[config.mk]
export PLATFORM = sky130hd
export DESIGN_NAME = hv_timer_irq
export DESIGN_NICKNAME = d
export VERILOG_FILES = /design/src/rtl/hvt_pkg.sv /design/src/rtl/hvt_regs.sv /design/src/rtl/hvt_match.sv /design/src/rtl/hvt_flag.sv /design/src/rtl/hv_timer_irq.sv
export SDC_FILE = /design/constraint.sdc
export NUM_CORES = 1
export LEC_CHECK = 0
export ABC_AREA = 1
export BUFFER_PORTS_ARGS = -buffer_cell sky130_fd_sc_hd__buf_4
export CAP_MARGIN = 20
export CORE_MARGIN = 3
export CORE_UTILIZATION = 49
export DETAILED_ROUTE_END_ITERATION = 16
export PLACE_DENSITY = 0.79
export SLEW_MARGIN = 10
export SYNTH_ARGS = -nofsm -noshare
export SYNTH_HDL_FRONTEND = slang
export SYNTH_SLANG_ARGS = --single-unit
[constraint.sdc]
create_clock -name clk -period 1.7 [get_ports clk]
set_clock_uncertainty 0.15 [all_clocks]
set_input_delay 0.425 -clock clk [delete_from_list [all_inputs] [get_ports clk]]
set_output_delay 0.425 -clock clk [all_outputs]
set_load 0.02 [all_outputs]
[src/rtl/hvt_pkg.sv]
package hvt_pkg;

  typedef enum logic [1:0] {
    TRIG_OFF  = 2'b00,
    TRIG_COL  = 2'b01,
    TRIG_LINE = 2'b10,
    TRIG_BOTH = 2'b11
  } trig_mode_e;

  localparam int unsigned ADDR_W = 3;

  localparam logic [ADDR_W-1:0] A_MODE    = 3'd0;
  localparam logic [ADDR_W-1:0] A_COL_LO  = 3'd1;
  localparam logic [ADDR_W-1:0] A_COL_HI  = 3'd2;
  localparam logic [ADDR_W-1:0] A_LINE_LO = 3'd3;
  localparam logic [ADDR_W-1:0] A_LINE_HI = 3'd4;
  localparam logic [ADDR_W-1:0] A_FLAG    = 3'd5;

endpackage

[src/rtl/hvt_regs.sv]
module hvt_regs
  import hvt_pkg::*;
#(
  parameter int unsigned POS_W  = 9,
  parameter int unsigned DATA_W = 8,
  parameter int unsigned MODE_LSB = 4
) (
  input  logic              clk,
  input  logic              rst_n,
  input  logic [ADDR_W-1:0] reg_addr,
  input  logic              reg_wr,
  input  logic [DATA_W-1:0] reg_wdata,
  output trig_mode_e        mode,
  output logic [POS_W-1:0]  col_cmp,
  output logic [POS_W-1:0]  line_cmp,
  output logic              mode_off_wr
);

  localparam int unsigned HI_W = POS_W - DATA_W;

  logic wr_mode, wr_col_lo, wr_col_hi, wr_line_lo, wr_line_hi;

  assign wr_mode    = reg_wr && (reg_addr == A_MODE);
  assign wr_col_lo  = reg_wr && (reg_addr == A_COL_LO);
  assign wr_col_hi  = reg_wr && (reg_addr == A_COL_HI);
  assign wr_line_lo = reg_wr && (reg_addr == A_LINE_LO);
  assign wr_line_hi = reg_wr && (reg_addr == A_LINE_HI);

  assign mode_off_wr = wr_mode && (reg_wdata[MODE_LSB +: 2] == 2'b00);

  always_ff @(posedge clk) begin
    if (!rst_n) begin
      mode     <= TRIG_OFF;
      col_cmp  <= '0;
      line_cmp <= '0;
    end else begin
      if (wr_mode)    mode <= trig_mode_e'(reg_wdata[MODE_LSB +: 2]);
      if (wr_col_lo)  col_cmp[DATA_W-1:0]      <= reg_wdata;
      if (wr_col_hi)  col_cmp[POS_W-1:DATA_W]  <= reg_wdata[HI_W-1:0];
      if (wr_line_lo) line_cmp[DATA_W-1:0]     <= reg_wdata;
      if (wr_line_hi) line_cmp[POS_W-1:DATA_W] <= reg_wdata[HI_W-1:0];
    end
  end

  // high byte write leaves low bits alone, low byte write leaves top bits alone
  p_hi_keeps_lo_r2: assert property (@(posedge clk) disable iff (!rst_n)
    wr_col_hi |=> col_cmp[DATA_W-1:0] == $past(col_cmp[DATA_W-1:0]));
  p_lo_keeps_hi_r2: assert property (@(posedge clk) disable iff (!rst_n)
    wr_line_lo |=> line_cmp[POS_W-1:DATA_W] == $past(line_cmp[POS_W-1:DATA_W]));

endmodule

[src/rtl/hvt_match.sv]
module hvt_match
  import hvt_pkg::*;
#(
  parameter int unsigned POS_W = 9
) (
  input  logic             clk,
  input  logic             rst_n,
  input  trig_mode_e       mode,
  input  logic [POS_W-1:0] col_cmp,
  input  logic [POS_W-1:0] line_cmp,
  input  logic [POS_W-1:0] beam_col,
  input  logic [POS_W-1:0] beam_line,
  output logic             fire
);

  logic col_hit, line_hit, col_zero;
  logic cond, cond_q;

  assign col_hit  = (beam_col == col_cmp);
  assign line_hit = (beam_line == line_cmp);
  assign col_zero = (beam_col == '0);

  always_comb begin
    unique case (mode)
      TRIG_COL:  cond = col_hit;
      TRIG_LINE: cond = line_hit && col_zero;
      TRIG_BOTH: cond = col_hit && line_hit;
      default:   cond = 1'b0;
    endcase
  end

  always_ff @(posedge clk) begin
    if (!rst_n) cond_q <= 1'b0;
    else        cond_q <= cond;
  end

  assign fire = cond && !cond_q;

  // a held match never produces two triggers back to back
  p_no_refire_r3: assert property (@(posedge clk) disable iff (!rst_n)
    fire |=> !fire);
  // mode off never triggers
  p_off_silent_r5: assert property (@(posedge clk) disable iff (!rst_n)
    (mode == TRIG_OFF) |-> !fire);

endmodule

[src/rtl/hvt_flag.sv]
module hvt_flag
  import hvt_pkg::*;
#(
  parameter int unsigned POS_W  = 9,
  parameter int unsigned DATA_W = 8
) (
  input  logic              clk,
  input  logic              rst_n,
  input  logic              fire,
  input  logic              mode_off_wr,
  input  logic [ADDR_W-1:0] reg_addr,
  input  logic              reg_wr,
  input  logic              reg_rd,
  input  logic              peek,
  input  logic [DATA_W-1:0] open_bus,
  input  logic [POS_W-1:0]  beam_col,
  input  logic [POS_W-1:0]  beam_line,
  output logic              flag,
  output logic [DATA_W-1:0] reg_rdata,
  output logic [POS_W-1:0]  latch_col,
  output logic [POS_W-1:0]  latch_line
);

  logic flag_sel, ack;

  assign flag_sel = (reg_addr == A_FLAG);
  assign ack      = flag_sel && (reg_wr || (reg_rd && !peek));

  // Priority: mode-off write, then a new trigger, then acknowledge.
  always_ff @(posedge clk) begin
    if (!rst_n) begin
      flag       <= 1'b0;
      latch_col  <= '0;
      latch_line <= '0;
    end else begin
      if (mode_off_wr)  flag <= 1'b0;
      else if (fire)    flag <= 1'b1;
      else if (ack)     flag <= 1'b0;
      if (fire) begin
        latch_col  <= beam_col;
        latch_line <= beam_line;
      end
    end
  end

  always_comb begin
    reg_rdata = open_bus;
    if (reg_rd && flag_sel) reg_rdata = {flag, open_bus[DATA_W-2:0]};
  end

  // a trigger always leaves the flag set unless mode goes off
  p_fire_sets_r6: assert property (@(posedge clk) disable iff (!rst_n)
    (fire && !mode_off_wr) |=> flag);
  // latch captures the beam position of the trigger cycle
  p_latch_pos_r7: assert property (@(posedge clk) disable iff (!rst_n)
    fire |=> (latch_col == $past(beam_col)) && (latch_line == $past(beam_line)));
  // acknowledge without a trigger clears
  p_ack_clears_r8: assert property (@(posedge clk) disable iff (!rst_n)
    (ack && !fire) |=> !flag);
  // mode-off write always clears
  p_mode_off_r10: assert property (@(posedge clk) disable iff (!rst_n)
    mode_off_wr |=> !flag);
  // a peek read alone changes nothing
  p_peek_keeps_r12: assert property (@(posedge clk) disable iff (!rst_n)
    (reg_rd && peek && !reg_wr && !fire && !mode_off_wr) |=> $stable(flag));

endmodule

[src/rtl/hv_timer_irq.sv]
module hv_timer_irq
  import hvt_pkg::*;
#(
  parameter int unsigned POS_W  = 9,
  parameter int unsigned DATA_W = 8
) (
  input  logic              clk,
  input  logic              rst_n,
  input  logic [ADDR_W-1:0] reg_addr,
  input  logic              reg_wr,
  input  logic [DATA_W-1:0] reg_wdata,
  input  logic              reg_rd,
  input  logic              peek,
  input  logic [DATA_W-1:0] open_bus,
  output logic [DATA_W-1:0] reg_rdata,
  input  logic [POS_W-1:0]  beam_col,
  input  logic [POS_W-1:0]  beam_line,
  input  logic              cart_irq,
  output logic              host_irq,
  output logic [POS_W-1:0]  latch_col,
  output logic [POS_W-1:0]  latch_line
);

  trig_mode_e       mode;
  logic [POS_W-1:0] col_cmp, line_cmp;
  logic             mode_off_wr, fire, flag;

  hvt_regs #(.POS_W(POS_W), .DATA_W(DATA_W)) u_regs (
    .clk(clk), .rst_n(rst_n), .reg_addr(reg_addr), .reg_wr(reg_wr),
    .reg_wdata(reg_wdata), .mode(mode), .col_cmp(col_cmp),
    .line_cmp(line_cmp), .mode_off_wr(mode_off_wr)
  );

  hvt_match #(.POS_W(POS_W)) u_match (
    .clk(clk), .rst_n(rst_n), .mode(mode), .col_cmp(col_cmp),
    .line_cmp(line_cmp), .beam_col(beam_col), .beam_line(beam_line),
    .fire(fire)
  );

  hvt_flag #(.POS_W(POS_W), .DATA_W(DATA_W)) u_flag (
    .clk(clk), .rst_n(rst_n), .fire(fire), .mode_off_wr(mode_off_wr),
    .reg_addr(reg_addr), .reg_wr(reg_wr), .reg_rd(reg_rd), .peek(peek),
    .open_bus(open_bus), .beam_col(beam_col), .beam_line(beam_line),
    .flag(flag), .reg_rdata(reg_rdata), .latch_col(latch_col),
    .latch_line(latch_line)
  );

  assign host_irq = flag | cart_irq;

  // the cartridge request always reaches the host
  p_cart_passes_r11: assert property (@(posedge clk) disable iff (!rst_n)
    cart_irq |-> host_irq);
  // a raised host line has a source
  p_irq_source_r11: assert property (@(posedge clk) disable iff (!rst_n)
    host_irq |-> (cart_irq || reg_rdata[DATA_W-1] || !reg_rd || reg_addr != A_FLAG));

endmodule

Word-level counts from Yosys, hierarchy flattened
Cells that the tools add are included.
- bits in registers: 40
- output and inout bits: 27
- word-level logic and storage cells: 45
- equal/unequal tests: 10
- mux-type cells: 4
- bitwise gates (word level): 2
- reduce and logical (&&, ||, !) cells: 20
- operators by type and width (cell ; count):
    9-bit equality test ; 2
    1-bit logical AND ; 12
    9-bit zero test ; 1
    8-bit 2-to-1 mux ; 1
    3-bit by 2-bit equality test with 1-bit output (second input constant) ; 2
    3-bit equality test (second input constant) ; 2
    2-bit equality test (second input constant) ; 2
    3-bit by 1-bit equality test with 1-bit output (second input constant) ; 1
    3-bit zero test ; 1
    1-bit case mux with 3 select lines ; 1
    2-bit by 1-bit equality test with 1-bit output (second input constant) ; 1
    1-bit zero test ; 2
    2-bit zero test ; 1
    1-bit 2-to-1 mux ; 2
    2-bit nonzero test ; 1
    2-bit OR reduction ; 1
    1-bit logical OR ; 1
    1-bit inverter ; 1
    1-bit bitwise OR ; 1

Logic depth before layout (Yosys ltp)
Gate-level depths: netlist of the first run.
- word-level depth: 6
- depth in mapped cells: 11

Modules after synthesis
Synthesis of the first run repeated with hierarchy kept, for this count alone.
- cell total of the unflattened synthesis: 337
- area total of the unflattened synthesis: 2100.8 µm²
- modules (own cells, without submodules) (module ; times used ; cells each ; area an instance (µm²)):
    hvt_regs ; 1 ; 130 ; 864.6
    hvt_flag ; 1 ; 101 ; 792.0
    hvt_match ; 1 ; 103 ; 432.9
    hv_timer_irq ; 1 ; 3 ; 11.3

Least setup slack after synthesis of the first run
No wires, ideal clock.
- kind: in2out
- start: input port reg_addr[0]
- end: output port reg_rdata[7]
- arrival: 1.077 ns
- path slack: 0.048 ns
- cell stages on the path: 6
- path buffers: 0
- cell sequence: inv_1 nor2_1 inv_1 nor2_1 nand2_1 mux2_2
- word-level cells in the longest chain between the ends: 3
- ends and longest elaborated chain (what ; line ; source):
    start: declaration ; hv_timer_irq.sv:9 ; input logic [ADDR_W-1:0] reg_addr,
    3-bit equality test ; hvt_flag.sv:26 ; assign flag_sel = (reg_addr == A_FLAG);
    1-bit logical AND ; hvt_flag.sv:48 ; if (reg_rd && flag_sel) reg_rdata = {flag, open_bus[DATA_W-2:0]};
    8-bit 2-to-1 mux ; hvt_flag.sv:48 ;
    end: declaration ; hv_timer_irq.sv:15 ; output logic [DATA_W-1:0] reg_rdata,
Every way passes these cells.

Worst setup path in the final report of the first run
Ends and elaborated chain as after synthesis.

==> results.toml, run 1 <==
[final_layout]
drive_gt1_frac = 0.389
fin_nets = 413
final_util = 0.747
num_antenna_cells = 0
syn_to_final_growth_pct = 42.4
post-route-cell-area_um2 = 2840

[synthesis]
synth-seq-cells = 40
ys_seq_area_frac = 0.402
syn_nets = 347
synth_area_leaders = "dfxtp_1, nand2_1, nor2_1, inv_1, o21ai_0"
synth_cell_types = 24
synth-edff-count = 0
yosys_most_used_dff = "dfxtp_1"
yosysTopAreaCellShare = 0.402
synth_warnings = 0
synth_common_cells = "nand2_1, nor2_1, inv_1, dfxtp_1, o21ai_0"
netlist_area_um2 = 1990
async_flop_share = 0
synth_cells = 304
synth_top_cell_by_area = "dfxtp_1"
yosysMostFrequentCell = "nand2_1"
avgSynthCellArea_um2 = 6.56

[drt]
vias_per_cell = 4.81
wirelength_mm = 4.94
routedWlPerCell_um = 11.8
first_pass_iters = 5
drt-initial-drc-count = 89
drc = 0
antenna_left = 0
vias = 2009

[sta]
rsz0062_at_grt = "yes"
period_share = 1.10
max_slew_margin = 0.740
whs_ns = 0.210
hold_viol_final = 0
max_freq_mhz = 534
fin_crit_ns = 1.87
setup_ws_ns = -0.173
worst_pin_slew_ns = 0.390
setup_viol_count_final = 1
maxSlewViolCount = 0
setup-tns-final_ns = -0.173

[clock_network]
cts_hold_buffers = 0
clock_latency_ns = 0.29
cts_sinks = 40
cts_made_buffers = 5
cts_tree = "yes"
clock_path_buffers = 2
root_buffer = "clkbuf_8"
clk_pin_slew_ns = 0.07
cts-htree-levels = 2

[power]
powerDensity_nw_per_um2 = 665
total_power_mw = 1.89
peakVddDrop_uv = 552
p_leak_nw = 1.38

[outcome]
violations = "negative setup slack"
status = "finished with violations"

[global_routing]
grt_usage = 0.183
grt_max_degree = 40
grt_pass1_vias = 1776
grt.overflow.total = 0
grt_pass1_wl_mm = 7.35
antenna_found_initial = 0

[setup_path]
path_cells = "buf_8, clkinv_4, nor2_4, inv_2, nor2_4, nand2_2, mux2_4, buf_6"
cp_num_cells = 8
path_buf_inv = 4
crit_family = "buffers and inverters"
cp_common_cell = "nor2_4"
path_class = "in -> out"
arrival_ns = 1.30
critPathMaxFanout = 2
startpoint_type = "input pin"
cp_data_required_time_ns = 1.12
slowest_stage = "mux2_4"
worst_setup_path_end_kind = "primary output"
reg2regPathDepth = 10
max_stage_delay_ns = 0.30

[placed_design]
place.gp.congestion = 0.852
io_buffer_count = 55
dp_hpwl_mm = 3.20
post_dp_cell_area_um2 = 2490

[hold_path]
min_path_cells = 3
hold_class = "in -> reg"

[floorplanning]
io_pins = 70
num_rows = 22
core_region_area_um2 = 3800
initial_utilization = 0.525
die_y_um = 69.8
die_w_um = 69.8
dieArea_um2 = 4870

[flow_run]
maxCapViolations = 0
## state kept, by name, summed over array words and instances (netlist names)
| name | cells |
|---|---|
| u_match.cond_q | 1 |
| u_regs.line_cmp | 9 |
| u_flag.latch_col | 9 |
| u_flag.latch_line | 9 |
| u_flag.flag | 1 |
| u_regs.col_cmp | 9 |
| u_regs.mode | 2 |
## tightest hold or removal path: cells and delay by family
kind	cells	cell delay (ns)
simple gates	2	0.10
buf+inv	1	0.09
## final cells by class
| class | instances | area [um^2] |
|---|---|---|
| inverters | 54 | 208 |
| repair buffers | 75 | 629 |
| fillers | 310 | 960 |
| flip-flops and latches | 40 | 810 |
| well taps | 48 | 60.1 |
| clock buffers | 7 | 96.3 |
| multi-input cells | 194 | 1040 |
## layout by cell type (no fill, tap or decap), types with 2 or more instances in the layout
cell type,count
or2_2,2
nand2_2,20
inv_1,45
nand2_4,6
dfxtp_1,33
buf_4,68
nor2_4,2
buf_6,3
xnor2_1,5
nor2_2,11
nand3_1,3
xor2_1,3
dfxtp_2,7
o21ai_0,19
clkbuf_16,2
nor2_1,45
inv_2,8
nand2_1,50
clkbuf_8,7
a21oi_1,18
## power breakdown
part           switching, mW  internal, mW  total, mW
Clock                  0.315         0.361      0.676
Sequential            0.0110         0.955      0.966
Combinational          0.121         0.124      0.245
## kinds of logic after synthesis
family / Yosys count / share of synthesized area
compound gates: 41 / 0.114
buf+inv: 70 / 0.154
mux: 1 / 0.00565
flops: 40 / 0.402
simple gates: 143 / 0.284
xor+xnor: 9 / 0.0396
## timing repair
item | in CTS | in global routing
pin swaps | 0 | 19
gates resized for setup | 1 | 67
cloned | 0 | 3
setup buffers | 0 | 2
endpoints found under the setup margin | 1 | 19
## stage by stage
step                      setup slack, ns  cells
after floorplan                    0.0478    304
after global placement             -0.172    406
after detailed placement           -0.180    406
after CTS                          -0.172    413
after global routing               -0.221    418
final                              -0.173    418
## metal layers
metal  vias to the layer above  wire length, um  track usage
met4                         0               34       0.0532
met5                         -                0            0
met2                        62             2440        0.310
li1                       1034                -            -
met1                       909             2070        0.218
met3                         4              394       0.0652
## final timing paths
path | from | end | slack (ns)
hold / removal | beam_line[5] | u_flag.latch_line[5] | 0.21
hold reg to reg | u_regs.col_cmp[4] | u_regs.col_cmp[4] | 0.31
setup reg to reg | u_regs.col_cmp[6] | u_flag.latch_line[7] | 0.02
setup / recovery | reg_addr[0] | reg_rdata[7] | -0.17
Power figures use the tool's default switching activity.
==> run 2: changes to the inputs <==
- BUFFER_PORTS_ARGS: -buffer_cell sky130_fd_sc_hd__buf_4 -> -buffer_cell sky130_fd_sc_hd__buf_2
==> results.toml, run 2 (synthesis gave the netlist of run 1 again) <==
[global_routing]
antenna_found_initial = 0
grt_usage = 0.181
grt_max_degree = 27
grt_pass1_wl_mm = 7.20
grt.overflow.total = 0
grt_pass1_vias = 1755

[clock_network]
cts_made_buffers = 5
cts-htree-levels = 2
clk_pin_slew_ns = 0.07
root_buffer = "clkbuf_8"
clock_latency_ns = 0.28
cts_sinks = 40
cts_tree = "yes"
clock_path_buffers = 2

[sta]
setup-tns-final_ns = -0.166
period_share = 1.10
worst_pin_slew_ns = 0.465
rsz0062_at_grt = "yes"
hold_viol_final = 0
setup_ws_ns = -0.166
maxSlewViolCount = 0
setup_viol_count_final = 1
max_freq_mhz = 536
max_slew_margin = 0.690
fin_crit_ns = 1.87

[setup_path]
arrival_ns = 1.29
critPathMaxFanout = 2
path_class = "in -> out"
reg2regPathDepth = 10
startpoint_type = "input pin"
worst_setup_path_end_kind = "primary output"
path_cells = "buf_2, inv_1, nor2_1, inv_1, nor2_2, nand2_2, mux2_2, buf_2"
max_stage_delay_ns = 0.32
cp_data_required_time_ns = 1.12
slowest_stage = "mux2_2"

[drt]
vias_per_cell = 4.70
vias = 1977
first_pass_iters = 4
drt-initial-drc-count = 97
antenna_left = 0
wirelength_mm = 4.89
drc = 0
routedWlPerCell_um = 11.6

[final_layout]
drive_gt1_frac = 0.351
final_cell_mix = "buf_2, nand2_1, inv_1"
post-route-cell-area_um2 = 2680
syn_to_final_growth_pct = 34.3
final_common_cell = "buf_2"
fin_nets = 415
num_antenna_cells = 0

[power]
p_int_mw = 1.38
total_power_mw = 1.83
power_frac_comb = 0.121
peakVddDrop_uv = 395
clock_power_share = 0.352
p_leak_nw = 1.35
switching_share = 0.243
power_switching_mw = 0.444
seqPwrFrac = 0.528
powerDensity_nw_per_um2 = 683

[placed_design]
pre_cts_ws_ns = -0.192
io_buffer_count = 55
post_dp_cell_area_um2 = 2390
dp_hpwl_mm = 3.29
place.gp.congestion = 0.872

[hold_path]
min_path_cells = 3
hold_class = "in -> reg"

[floorplanning]
dieArea_um2 = 4870
io_pins = 70
die_y_um = 69.8
initial_utilization = 0.525
num_rows = 22
core_region_area_um2 = 3800
die_w_um = 69.8

[flow_run]
maxCapViolations = 0

[outcome]
violations = "negative setup slack"
status = "finished with violations"
==> run 2: cell types whose count changed in the layout (fill, tap and decap cells not counted), sizes merged <==
cell and change:
buf +2, clkbuf +1, clkinv -1, inv +1
==> run 2: cell type report <==
type	instances	area, um^2
fill	319	1120
tap	48	60.1
clock buffer	8	90.1
multi-input combinational	194	1000
sequential	40	807
inverter	54	203
timing repair buffer	77	517
==> run 2: worst paths after layout <==
| kind | slack [ns] | to | startpoint |
|---|---|---|---|
| max reg2reg | 0.02 | u_flag.latch_col[1] | u_regs.line_cmp[2] |
| min | 0.24 | u_flag.latch_line[4] | beam_line[4] |
| min reg2reg | 0.31 | u_regs.line_cmp[6] | u_regs.line_cmp[6] |
| max | -0.17 | reg_rdata[7] | reg_addr[0] |
==> run 2: stage by stage <==
| stage | utilization | hold slack [ns] | std cells |
|---|---|---|---|
| final | 0.705 | 0.238 | 421 |
| after global routing | 0.705 | 0.243 | 421 |
| after CTS | 0.653 | 0.243 | 416 |
| after detailed placement | 0.629 | 0.302 | 408 |
| after global placement | 0.629 | 0.297 | 408 |
| after floorplan | - | 0.286 | 304 |
==> run 2: critical path, delay by kind of cell <==
family | cells | cell delay (ns)
buffers and inverters | 4 | 0.39
AND/OR/NAND/NOR | 3 | 0.16
multiplexers | 1 | 0.32
==> run 2: power groups by stage <==
stage                     logic, mW  registers [mW]  clock network [mW]
after detailed placement      0.206           0.985                   0
after global placement        0.202           0.984                   0
after global routing          0.245           0.966               0.687
after floorplan               0.125           0.983                   0
after CTS                     0.206           0.963               0.653
final                         0.220           0.965               0.643
==> run 2: routing by layer <==
layer	global-route usage	up-vias	wire length [um]
met2	0.306	58	2300
li1	-	1038	-
met5	0	-	0
met1	0.224	867	2200
met4	0.0596	0	121
met3	0.0464	14	272
==> run 2: repair_timing <==
item | in CTS | in global routing
setup endpoints to repair | 1 | 19
gates resized for setup | 0 | 46
pin swaps | 0 | 12
setup buffers | 0 | 2
cloned | 0 | 3
hold buffers | 0 | 0
==> run 3: changes to the inputs <==
- PLACE_DENSITY: 0.79 -> 0.86
==> results.toml, run 3 (synthesis gave the netlist of run 1 again) <==
[setup_path]
cp_num_cells = 7
crit_family = "buffers and inverters"
reg2reg_to = "u_flag.latch_col[4]"
path_class = "in -> out"
slowest_stage = "mux2_4"
reg2regPathDepth = 11
r2r_slack_ns = -0.01
cp_data_required_time_ns = 1.12
worst_setup_path_end_kind = "primary output"
max_stage_delay_ns = 0.30
r2r_start = "u_regs.col_cmp[0]"
path_buf_inv = 3
critPathMaxFanout = 2
path_cells = "buf_2, nor2_4, inv_2, nor2_4, nand2_2, mux2_4, buf_6"
startpoint_type = "input pin"
arrival_ns = 1.29
critPathLaunch = "reg_addr[1]"
cp-endpoint = "reg_rdata[7]"
cp_common_cell = "nor2_4"

[floorplanning]
io_pins = 70
num_rows = 22
die_y_um = 69.8
initial_utilization = 0.525
core_region_area_um2 = 3800
dieArea_um2 = 4870
die_w_um = 69.8

[sta]
maxSlewViolCount = 0
period_share = 1.10
fin_crit_ns = 1.87
worst_pin_slew_ns = 0.444
hold_viol_final = 0
setup_viol_count_final = 2
whs_ns = 0.241
max_freq_mhz = 536
setup_ws_ns = -0.166
rsz0062_at_grt = "yes"
max_slew_margin = 0.704
setup-tns-final_ns = -0.176

[power]
powerDensity_nw_per_um2 = 692
p_leak_nw = 1.36
peakVddDrop_uv = 444

[global_routing]
grt_pass1_wl_mm = 7.16
antenna_found_initial = 0
grt.overflow.total = 0
grt_pass1_vias = 1698
grt_max_degree = 30
grt_usage = 0.181

[clock_network]
cts-htree-levels = 2
clk_pin_slew_ns = 0.07
clock_path_buffers = 2
cts_made_buffers = 5
cts_sinks = 40
root_buffer = "clkbuf_8"
cts_tree = "yes"
clock_latency_ns = 0.29
cts_hold_buffers = 0

[final_layout]
multi_input_area_um2 = 961
num_antenna_cells = 0
syn_to_final_growth_pct = 33.3
regArea_um2 = 808
final_util = 0.699
final_common_cell = "nand2_1"
final_cell_mix = "nand2_1, buf_2, nor2_1"
layout.cells.non_filler = 423
nFillCells = 326
drive_gt1_frac = 0.344
fin_nets = 417

[drt]
antenna_left = 0
drt-initial-drc-count = 132
wirelength_mm = 4.81
routedWlPerCell_um = 11.4
vias = 2006
first_pass_iters = 4
drc = 0
vias_per_cell = 4.74

[placed_design]
io_buffer_count = 55
placed_cells = 409
pre_cts_ws_ns = -0.195
place.gp.congestion = 0.822
dp_hpwl_mm = 3.29

[flow_run]
maxCapViolations = 0

[outcome]
status = "finished with violations"
violations = "negative setup slack"

[hold_path]
min_from = "beam_line[1]"
hold_class = "in -> reg"
## run 3: worst min-delay path by stage
stage / end / cells past startpoint / slack [ns]
final: u_flag.latch_line[1] / 3 / 0.24
after global routing: u_flag.latch_col[2] / 3 / 0.25
after CTS: u_flag.latch_line[1] / 3 / 0.24
after detailed placement: u_regs.line_cmp[2] / 2 / 0.30
after global placement: u_regs.line_cmp[5] / 2 / 0.30
after floorplan: u_regs.line_cmp[1] / 2 / 0.29
## run 3: repair_timing
item | 4_1_cts | 5_1_grt
setup buffers | 1 | 3
resized for setup | 3 | 42
endpoints found under the setup margin | 1 | 17
pin swaps | 0 | 14
cloned | 0 | 2
## run 3: power breakdown
group	switching (mW)	internal (mW)	leakage, nW
clock	0.309	0.331	0.0455
sequential	0.0109	0.955	0.326
combinational	0.125	0.107	0.991
total	0.445	1.39	1.36
## run 3: metrics by stage
step                      power, mW  area [um^2]
final                          1.84         2660
after floorplan                1.11         1990
after global placement         1.18         2380
after global routing           1.91         2660
after CTS                      1.83         2490
after detailed placement       1.19         2380
## run 3: area by class of cell
class / count / share of cell area
Multi-Input combinational cell: 194 / 0.362
Sequential cell: 40 / 0.304
Timing Repair Buffer: 79 / 0.200
Inverter: 54 / 0.0772
Clock buffer: 8 / 0.0339
Tap cell: 48 / 0.0226
## run 3: worst min-delay path, stage by stage
cell	delay (ns)
buf_2	0.11
nor2_2	0.04
nor2_1	0.08
## run 3: routing by layer
metal	part of all wire	global-route usage
met5	0	0
met4	0.021	0.0702
met3	0.060	0.0435
met2	0.51	0.317
met1	0.41	0.212
